`src/rtl/acc_cpu.sv`:
```
module acc_cpu #(
  parameter int AW  = 12,
  parameter int OPW = 4,
  parameter int DW  = OPW + AW,
  parameter logic [AW-1:0] VEC = 12'h100
) (
  input  logic          clk,
  input  logic          rst_n,
  input  logic          irq,
  input  logic [DW-1:0] mem_rdata,
  output logic [AW-1:0] mem_addr,
  output logic          mem_we,
  output logic [DW-1:0] mem_wdata,
  output logic [AW-1:0] pc_q,
  output logic [DW-1:0] ac_q,
  output logic          int_mask,
  output logic          illegal
);
  localparam logic [OPW-1:0] OP_LD  = OPW'(1);
  localparam logic [OPW-1:0] OP_ST  = OPW'(2);
  localparam logic [OPW-1:0] OP_ADD = OPW'(5);
  localparam logic [OPW-1:0] OP_RET = {OPW{1'b1}};

  typedef enum logic [2:0] {S_FETCH, S_DECODE, S_EXEC, S_WB, S_INT} phase_t;

  phase_t        st;
  logic [DW-1:0] ir;
  logic [AW-1:0] spc_q;
  logic [DW-1:0] sac_q;

  wire [OPW-1:0] op      = ir[DW-1 -: OPW];
  wire [AW-1:0]  operand = ir[AW-1:0];

  assign mem_addr  = (st == S_EXEC) ? operand : pc_q;
  assign mem_we    = (st == S_EXEC) && (op == OP_ST);
  assign mem_wdata = ac_q;

  always_ff @(posedge clk) begin
    if (!rst_n) begin
      st       <= S_FETCH;
      ir       <= '0;
      pc_q     <= '0;
      ac_q     <= '0;
      spc_q    <= '0;
      sac_q    <= '0;
      int_mask <= 1'b0;
      illegal  <= 1'b0;
    end else begin
      case (st)
        S_FETCH:  st <= S_DECODE;
        S_DECODE: begin
          ir   <= mem_rdata;
          pc_q <= pc_q + 1'b1;
          st   <= S_EXEC;
        end
        S_EXEC: begin
          st <= S_INT;
          case (op)
            OP_LD, OP_ADD: st <= S_WB;
            OP_ST: ;
            OP_RET: begin
              pc_q     <= spc_q;
              ac_q     <= sac_q;
              int_mask <= 1'b0;
            end
            default: illegal <= 1'b1;
          endcase
        end
        S_WB: begin
          ac_q <= (op == OP_LD) ? mem_rdata : ac_q + mem_rdata;
          st   <= S_INT;
        end
        default: begin
          if (irq && !int_mask) begin
            spc_q    <= pc_q;
            sac_q    <= ac_q;
            pc_q     <= VEC;
            int_mask <= 1'b1;
          end
          st <= S_FETCH;
        end
      endcase
    end
  end
endmodule


```
`config.mk`:
```
export PLATFORM = sky130hd
export DESIGN_NAME = acc_cpu
export DESIGN_NICKNAME = d
export VERILOG_FILES = /design/src/rtl/acc_cpu.sv
export SDC_FILE = /design/constraint.sdc
export NUM_CORES = 1
export LEC_CHECK = 0
export BUFFER_PORTS_ARGS = -buffer_cell sky130_fd_sc_hd__buf_4
export CAP_MARGIN = 20
export CORE_MARGIN = 2
export CORE_UTILIZATION = 55
export DETAILED_ROUTE_END_ITERATION = 8
export MAX_ROUTING_LAYER = met4
export PLACE_DENSITY = 0.79
export SYNTH_ARGS = -nofsm -noshare
export SYNTH_HDL_FRONTEND = slang
export SYNTH_SLANG_ARGS = --single-unit
```
`constraint.sdc`:
```
create_clock -name clk -period 3.6 [get_ports clk]
set_input_delay 0.72 -clock clk [delete_from_list [all_inputs] [get_ports clk]]
set_output_delay 0.72 -clock clk [all_outputs]
set_load 0.02 [all_outputs]
```
==> results of run 1 <==
==> state kept, by name (all words and copies together), names as in the netlist <==
register	flops
sac_q	16
spc_q	12
st	3
int_mask	1
ac_q	16
ir	16
illegal	1
pc_q	12
==> synth_stat cells (2+ instances only) <==
library cell,n
a211oi_1,8
a21o_1,3
a21oi_1,73
a221oi_1,3
a311oi_1,6
a31oi_1,5
a32o_1,3
a41oi_1,2
and2_1,4
and3_1,8
buf_1,3
buf_2,5
buf_4,19
buf_6,2
clkbuf_1,24
dfxtp_1,77
ha_1,16
inv_1,6
mux2_2,2
mux2i_1,5
nand2_1,173
nand2b_1,2
nand3_1,11
nor2_1,33
nor2b_1,3
nor3_1,9
nor4b_1,2
o211ai_1,4
o21a_1,4
o21ai_0,24
o21ai_2,2
o21bai_1,2
o221ai_1,3
o31ai_1,4
o41ai_1,2
or3b_1,2
or4_1,2
xnor2_1,4
xor2_1,5
==> area by class of cell <==
| class | instances | area (um2) |
|---|---|---|
| multi-input cells | 453 | 2519 |
| clock inverters | 7 | 97.59 |
| inverters | 6 | 22.52 |
| fillers | 691 | 2638 |
| repair buffers | 85 | 658.1 |
| clock buffers | 9 | 123.9 |
| flip-flops and latches | 77 | 1541 |
| well taps | 102 | 127.6 |
==> power by group through the flow <==
stage,logic [mW],clock network (mW),registers (mW)
6_report,0.413,0.742,0.931
5_1_grt,0.452,0.784,0.936
4_1_cts,0.399,0.744,0.929
3_5_place_dp,0.397,0,0.949
3_3_place_gp,0.391,0,0.946
2_1_floorplan,0.276,0,0.950
==> worst register-to-register path, stage by stage (launching register included) <==
cell,delay [ns]
dfxtp_1,0.36
ha_1,0.23
fa_1,0.41
a21o_1,0.22
a221oi_1,0.48
o21ai_0,0.28
a31oi_1,0.24
mux2_2,0.35
a21oi_1,0.13
==> worst paths after layout <==
kind                start  endpoint  slack (ns)
max          mem_rdata[0]  ac_q[10]        0.71
min              sac_q[6]  sac_q[6]        0.46
max reg2reg       ac_q[0]  ac_q[10]        0.83
min reg2reg      sac_q[6]  sac_q[6]        0.46
==> routing by layer <==
layer	GRT usage [%]	up-vias	routed length (um)
met3	3.143	21	779
li1	-	2127	-
met2	49.46	165	5949
met4	9.681	0	214
met5	-	-	0
met1	39.10	2074	5418
==> stage by stage <==
| stage | worst slack, ns | cells | utilization [%] | area, um2 |
|---|---|---|---|---|
| after global routing | 0.4866 | 739 | 65.87 | 5090 |
| after floorplan | 0.7951 | 589 | - | 4372 |
| after detailed placement | 0.3949 | 722 | 62.65 | 4841 |
| after CTS | 0.7419 | 738 | 65.51 | 5062 |
| after global placement | 0.4185 | 722 | 62.65 | 4841 |
| final | 0.7138 | 739 | 65.87 | 5090 |
==> cells by family (layout without fill, tap and decap cells) <==
| kind of cell | Yosys count | after routing | synth area share [%] |
|---|---|---|---|
| xor+xnor | 9 | 9 | 1.803 |
| buf+inv | 59 | 107 | 7.184 |
| simple gates | 263 | 263 | 26.47 |
| compound gates | 157 | 157 | 22.58 |
| fa+ha+maj | 17 | 17 | 5.037 |
| mux | 7 | 7 | 1.660 |
| flops | 77 | 77 | 35.26 |
==> flow_metrics.env, run 1 <==
export IMPL_outcome="completed"
export IMPL_ys_ff_latch=77
export IMPL_hold_slack_ns=0.4570
export IMPL_endpoint_kind="flip-flop"
export IMPL_yosysSeqAreaShare_pct=35.26
export IMPL_drtIter0Drc=300
export IMPL_p_int_mw=1.439
export IMPL_avgSynthCellArea_um2=7.422
export IMPL_core_region_area_mm2=0.007727
export IMPL_r2r_cells=8
export IMPL_layout_commonest_cell="nand2_1"
export IMPL_holdBufCountCts=0
export IMPL_slew_violations=0
export IMPL_hold_depth=2
export IMPL_cellLeakagePower_nw=2.037
export IMPL_switching_share_pct=31.01
export IMPL_ys_warn_count=0
export IMPL_dr_pass1_iters=5
export IMPL_cts_buffer_depth=2
export IMPL_max_stage_delay_ns=0.48
export IMPL_worstPathArrival_ns=3.17
export IMPL_cts_max_level=3
export IMPL_syn_num_nets=625
export IMPL_routed_wl_mm=12.36
export IMPL_slowest_stage="a221oi_1"
export IMPL_syn_instance_count=589
export IMPL_vias=4387
export IMPL_fin_crit_sh_pct=80.17
export IMPL_clk_latency_ns=0.35
export IMPL_grt_pass1_wl_mm=20.34
export IMPL_initial_core_util_pct=56.57
export IMPL_period_needed_ns=2.886
export IMPL_hpwlAfterDp_mm=8.196
export IMPL_diodes=0
export IMPL_viasPerCell=5.936
export IMPL_synth_top_cell_by_area="dfxtp_1"
export IMPL_critPathKind="primary input to flip-flop"
export IMPL_cts_tree="done"
export IMPL_cts_sinks=77
export IMPL_post_cts_buffers=0
export IMPL_synth_flop_cell="dfxtp_1"
export IMPL_combinationalPowerShare_pct=19.8
export IMPL_hp_class="flip-flop to flip-flop"
export IMPL_grt_total_usage_pct=30.05
export IMPL_max_cap_viol_count=0
export IMPL_p_total_mw=2.086
export IMPL_crit_chain="buf_4 -> ha_1 -> fa_1 -> a21o_1 -> a221oi_1 -> o21ai_0 -> a31oi_1 -> mux2_2 -> a21oi_1"
export IMPL_drive_gt1_share_pct=18.37
export IMPL_slew_headroom_pct=49.88
export IMPL_pwr_share_clk_pct=35.6
export IMPL_synth_edff_count=0
export IMPL_synthToLayoutAreaGrowth_pct=16.43
export IMPL_die_h_um=93.16
export IMPL_ios=78
export IMPL_worst_path_buf_inv=1
export IMPL_io_buffer_count=77
export IMPL_gp_congestion=0.9570
export IMPL_dieArea_mm2=0.008678
export IMPL_drc=0
export IMPL_grt_max_degree=41
export IMPL_ant_nets=0
export IMPL_layout_common_cells="nand2_1 (173), buf_4 (84), dfxtp_1 (77)"
export IMPL_ys_types=63
export IMPL_crit_family="compound AO/OA/AOI/OAI gates"
export IMPL_ir_drop_mv=0.2449
export IMPL_setup_violations=0
export IMPL_fmaxAchievable_mhz=346.5
export IMPL_antenna_found_initial=0
export IMPL_synthesis_area_mm2=0.004372
export IMPL_cts_resized=0
export IMPL_tightest_slew_ns=0.7507
export IMPL_setup_tns_ns=0
export IMPL_setup_worst_path_start_class="primary input"
export IMPL_p_per_area_mw_per_mm2=409.9
export IMPL_cts_made_buffers=9
export IMPL_rsz0062_at_grt="no"
export IMPL_cp_num_cells=9
export IMPL_root_buffer="clkbuf_8"
export IMPL_cp_required_ns=3.88
export IMPL_grt_pass1_vias=4148
export IMPL_finClkSkew_ns=0.01260
export IMPL_clk_pin_slew_worst_paths_ns=0.08
export IMPL_die_w_um=93.16
export IMPL_async_flop_share_pct=0
export IMPL_path_max_fanout=3
export IMPL_p_seq_share_pct=44.6
export IMPL_row_count=32
export IMPL_p_switching_mw=0.6469
export IMPL_finalHoldViolations=0
export IMPL_wl_per_cell_um=16.73
export IMPL_yosysTopAreaCellShare_pct=35.26
export IMPL_final_nets=668
export IMPL_yosys_top_cells_area="dfxtp_1 (35%), nand2_1 (15%), a21oi_1 (8.4%)"
export IMPL_overflow=0
No activity file was read; power rests on OpenSTA's default activity.
==> run 2, diff against run 1 <==
Settings changed: CORE_UTILIZATION 55 to 51, PLACE_DENSITY 0.79 to 0.77.
Clock period 3.6 ns to 2.59 ns, I/O delays scaled along.
==> flow_metrics.env, run 2 (same netlist as run 1, synthesis figures left out) <==
export IMPL_cts_sinks=77
export IMPL_diodes=0
export IMPL_initial_core_util_pct=52.94
export IMPL_hpwlAfterDp_mm=8.353
export IMPL_switching_share_pct=34.00
export IMPL_io_buffer_count=77
export IMPL_period_needed_ns=2.482
export IMPL_clk_latency_ns=0.37
export IMPL_fin_crit_sh_pct=95.82
export IMPL_ant_nets=0
export IMPL_worst_slack_ns=0.1083
export IMPL_dieArea_mm2=0.009329
export IMPL_layout_common_cells="nand2_1 (173), buf_4 (95), dfxtp_1 (77)"
export IMPL_cts_resized=0
export IMPL_max_stage_delay_ns=0.42
export IMPL_slowest_stage="fa_1"
export IMPL_synthToLayoutAreaGrowth_pct=16.80
export IMPL_outcome="completed"
export IMPL_fmaxAchievable_mhz=402.9
export IMPL_n_fill_cell=794
export IMPL_slew_violations=0
export IMPL_ir_drop_mv=0.3197
export IMPL_antenna_found_initial=0
export IMPL_dp_slack_ns=-0.1603
export IMPL_final_nets=678
export IMPL_cts_max_level=3
export IMPL_grt_pass1_wl_mm=20.00
export IMPL_routed_wl_mm=12.30
export IMPL_drive_gt1_share_pct=19.47
export IMPL_layout_commonest_cell="nand2_1"
export IMPL_finalHoldViolations=0
export IMPL_holdBufCountCts=0
export IMPL_hold_slack_ns=0.4245
export IMPL_p_seq_share_pct=47.1
export IMPL_viasPerCell=5.864
export IMPL_crit_chain="ha_1 -> fa_1 -> a21o_1 -> a221oi_1 -> buf_4 -> o21ai_1 -> buf_4 -> xor2_1 -> nand2_1 -> a221oi_1"
export IMPL_core_region_area_mm2=0.008258
export IMPL_cts_buffer_depth=2
export IMPL_wl_per_cell_um=16.35
export IMPL_die_h_um=96.59
export IMPL_post_cts_buffers=0
export IMPL_finClkSkew_ns=0.01476
export IMPL_p_per_area_mw_per_mm2=537.8
export IMPL_cellLeakagePower_nw=2.053
export IMPL_reg_top3="ac_q x16, ir x16, sac_q x16"
export IMPL_max_cap_viol_count=0
export IMPL_cp_required_ns=2.86
export IMPL_drtIter0Drc=242
export IMPL_setup_worst_path_start_class="flip-flop"
export IMPL_drc=0
export IMPL_tightest_slew_ns=0.6557
export IMPL_overflow=0
export IMPL_worstPathArrival_ns=2.75
export IMPL_ios=78
export IMPL_cts_made_buffers=9
export IMPL_gp_congestion=0.9454
export IMPL_slew_headroom_pct=56.28
export IMPL_vias=4410
export IMPL_row_count=33
export IMPL_pwr_share_clk_pct=31.9
export IMPL_grt_total_usage_pct=28.45
export IMPL_clk_pin_slew_worst_paths_ns=0.10
export IMPL_critPathKind="flip-flop to flip-flop"
export IMPL_cts_tree="done"
export IMPL_root_buffer="clkbuf_8"
export IMPL_p_switching_mw=0.9336
export IMPL_rsz0062_at_grt="no"
export IMPL_hp_class="primary input to flip-flop"
export IMPL_endpoint_kind="flip-flop"
export IMPL_dr_pass1_iters=4
export IMPL_grt_pass1_vias=4118
export IMPL_die_w_um=96.59
export IMPL_combinationalPowerShare_pct=21.0
export IMPL_grt_max_degree=55
export IMPL_path_max_fanout=5
export IMPL_setup_violations=0
export IMPL_p_int_mw=1.812
run 2: metrics by stage:
step | power [mW] | util, % | cell area (um2) | std cells | TNS, ns
2_1_floorplan | 1.704 | - | 4372 | 589 | 0
3_3_place_gp | 1.874 | 59.67 | 4927 | 736 | -0.2105
3_5_place_dp | 1.887 | 59.67 | 4927 | 736 | -0.4112
4_1_cts | 2.745 | 61.83 | 5106 | 752 | 0
5_1_grt | 2.881 | 61.83 | 5106 | 752 | 0
6_report | 2.746 | 61.83 | 5106 | 752 | 0
run 2: critical path: cells and delay by family, from the launching register on:
kind / cells / cell delay (ns)
compound gates: 4 / 0.82
xor+xnor: 1 / 0.13
fa+ha+maj: 2 / 0.65
buf+inv: 2 / 0.34
flops: 1 / 0.36
simple gates: 1 / 0.08
run 2: final timing paths:
path                                    from   endpoint  slack [ns]  depth (start not counted)
worst max-delay path                 ac_q[0]    ac_q[8]        0.11                         10
worst min-delay path            mem_rdata[4]      ir[4]        0.42                          3
worst max register to register       ac_q[0]    ac_q[8]        0.11                         10
worst min register to register     sac_q[13]  sac_q[13]        0.46                          2
run 2: routing by layer:
layer | wire length [um] | vias up | GRT usage, %
li1 | - | 2148 | -
met1 | 5405 | 2071 | 35.54
met2 | 5935 | 169 | 46.99
met3 | 785 | 22 | 4.034
met4 | 172 | 0 | 10.56
met5 | 0 | - | -
run 2: layout make-up:
cell class,count,area [um2],area share (%)
clock buffers,9,123.9,2.426
clock inverters,7,55.05,1.078
inverters,6,22.52,0.4411
multi-input cells,453,2519,49.33
flip-flops and latches,77,1541,30.19
well taps,105,131.4,2.573
repair buffers,95,713.2,13.97
run 2: power groups by stage:
stage                     clock network (mW)  logic [mW]  registers, mW
after floorplan                            0       0.384           1.32
after global placement                     0       0.558           1.32
after detailed placement                   0       0.568           1.32
after CTS                              0.881       0.572           1.29
after global routing                   0.947       0.631           1.30
final                                  0.876       0.576           1.29
==> run 3, diff against run 2 <==
Settings changed: SETUP_SLACK_MARGIN set to 0.4.
==> flow_metrics.env, run 3 (same netlist as run 1, synthesis figures left out) <==
export IMPL_finClkSkew_ns=0.01095
export IMPL_reg_top3="ac_q x16, ir x16, sac_q x16"
export IMPL_stdcell_area_mm2=0.005403
export IMPL_io_buffer_count=77
export IMPL_pwr_share_clk_pct=31.0
export IMPL_final_nets=688
export IMPL_cellLeakagePower_nw=2.146
export IMPL_core_region_area_mm2=0.008258
export IMPL_finalHoldViolations=0
export IMPL_antenna_found_initial=0
export IMPL_drive_gt1_share_pct=26.18
export IMPL_overflow=0
export IMPL_ios=78
export IMPL_viasPerCell=5.835
export IMPL_grt_total_usage_pct=27.51
export IMPL_fmaxAchievable_mhz=446.4
export IMPL_die_h_um=96.59
export IMPL_reg2reg_from="ac_q[0]"
export IMPL_critPathKind="flip-flop to output pin"
export IMPL_hp_class="primary input to flip-flop"
export IMPL_hpwlAfterDp_mm=8.479
export IMPL_r2r_cells=8
export IMPL_worstPathArrival_ns=1.72
export IMPL_dieArea_mm2=0.009329
export IMPL_layout_commonest_cell="nand2_1"
export IMPL_vias=4446
export IMPL_r2r_end="ac_q[10]"
export IMPL_outcome="completed"
export IMPL_p_total_mw=2.798
export IMPL_cts_max_level=3
export IMPL_rsz0062_at_grt="yes"
export IMPL_cts_tree="done"
export IMPL_dr_pass1_iters=5
export IMPL_tightest_slew_ns=0.6509
export IMPL_p_per_area_mw_per_mm2=517.8
export IMPL_cp_required_ns=2.07
export IMPL_root_buffer="clkbuf_8"
export IMPL_slew_violations=0
export IMPL_layout_common_cells="nand2_1 (161), buf_4 (95), a21oi_1 (72)"
export IMPL_reg2reg_setup_slack_ns=0.42
export IMPL_crit_chain="nor3b_4 -> buf_2 -> nand2_1 -> nand2_1 -> buf_4"
export IMPL_ant_nets=0
export IMPL_max_stage_delay_ns=0.40
export IMPL_row_count=33
export IMPL_cts_buffer_depth=2
export IMPL_max_cap_viol_count=0
export IMPL_diodes=0
export IMPL_grt_pass1_vias=3950
export IMPL_die_w_um=96.59
export IMPL_slowest_stage="dfxtp_4"
export IMPL_drtIter0Drc=340
export IMPL_grt_max_degree=32
export IMPL_ir_drop_mv=0.3019
export IMPL_p_seq_share_pct=46.3
export IMPL_grt_pass1_wl_mm=19.16
export IMPL_routed_wl_mm=12.58
export IMPL_fin_cells=762
export IMPL_period_needed_ns=2.240
export IMPL_cp_common_cell="nand2_1"
export IMPL_path_max_fanout=12
export IMPL_synthToLayoutAreaGrowth_pct=23.58
export IMPL_initial_core_util_pct=52.94
export IMPL_hold_depth=3
export IMPL_place_area_mm2=0.004974
export IMPL_dpl_cell_count=737
export IMPL_setup_worst_path_start_class="flip-flop"
export IMPL_wl_per_cell_um=16.51
export IMPL_endpoint_kind="output pin"
export IMPL_p_switching_mw=0.9480
export IMPL_hold_path_startpoint="mem_rdata[12]"
export IMPL_gp_congestion=0.9356
export IMPL_drc=0
export IMPL_cts_made_buffers=9
export IMPL_clk_latency_ns=0.37
export IMPL_fin_crit_sh_pct=86.49
export IMPL_setup_violations=0
export IMPL_p_int_mw=1.850
export IMPL_holdPathEnd="ir[12]"
export IMPL_combinationalPowerShare_pct=22.7
export IMPL_clk_pin_slew_worst_paths_ns=0.09
export IMPL_switching_share_pct=33.88
export IMPL_cts_sinks=77
export IMPL_slew_headroom_pct=56.49
export IMPL_n_fill_cell=720
run 3: how the worst max path moves through the flow:
stage / startpoint / to / slack, ns / cells past startpoint
after floorplan: mem_rdata[0] / ac_q[10] / 0.29 / 8
after global placement: mem_rdata[0] / ac_q[10] / 0.05 / 9
after detailed placement: mem_rdata[0] / ac_q[6] / -0.007 / 10
after CTS: st[2] / mem_addr[6] / 0.40 / 5
after global routing: st[0] / mem_addr[1] / 0.27 / 5
final: st[1] / mem_addr[1] / 0.35 / 5
run 3: metrics by stage:
step | TNS (ns) | hold WS, ns | util, % | worst slack [ns]
2_1_floorplan | 0 | 0.4332 | - | 0.2926
3_3_place_gp | 0 | 0.4410 | 60.23 | 0.04677
3_5_place_dp | -0.007103 | 0.4471 | 60.23 | -0.007103
4_1_cts | 0 | 0.4102 | 63.17 | 0.4022
5_1_grt | 0 | 0.4156 | 65.42 | 0.2720
6_report | 0 | 0.4157 | 65.42 | 0.3500
run 3: repair_timing:
action | 4_1_cts | 5_1_grt
gates cloned | 0 | 2
hold buffers | 0 | 0
setup endpoints to repair | 18 | 29
pin swaps | 5 | 8
buffers inserted | 2 | 5
gates resized for setup | 13 | 32
run 3: layout make-up:
cell class                 count  area [um2]  area share [%]
clock inverter                 7       58.81           1.088
multi-input combinational    453        2670           49.42
clock buffer                   9       123.9           2.293
sequential                    77        1559           28.86
timing repair buffer         105       837.1           15.49
inverter                       6       22.52          0.4169
tap                          105       131.4           2.432
run 3: per-layer routing:
| layer | routed length, um | track usage (%) | up-vias |
|---|---|---|---|
| met4 | 160 | 9.977 | 0 |
| li1 | - | - | 2164 |
| met5 | 0 | - | - |
| met2 | 5810 | 42.19 | 200 |
| met3 | 926 | 4.422 | 19 |
| met1 | 5684 | 36.81 | 2063 |
run 3: power groups by stage:
stage	sequential (mW)	combinational [mW]	clock, mW
after global placement	1.32	0.572	0
final	1.29	0.635	0.868
after floorplan	1.32	0.389	0
after detailed placement	1.32	0.579	0
after CTS	1.29	0.592	0.880
after global routing	1.30	0.687	0.934
run 3: critical path: cells and delay by family (launching register included):
kind          cells  cell delay [ns]
flops             1             0.40
simple gates      3             0.47
buf+inv           2             0.49
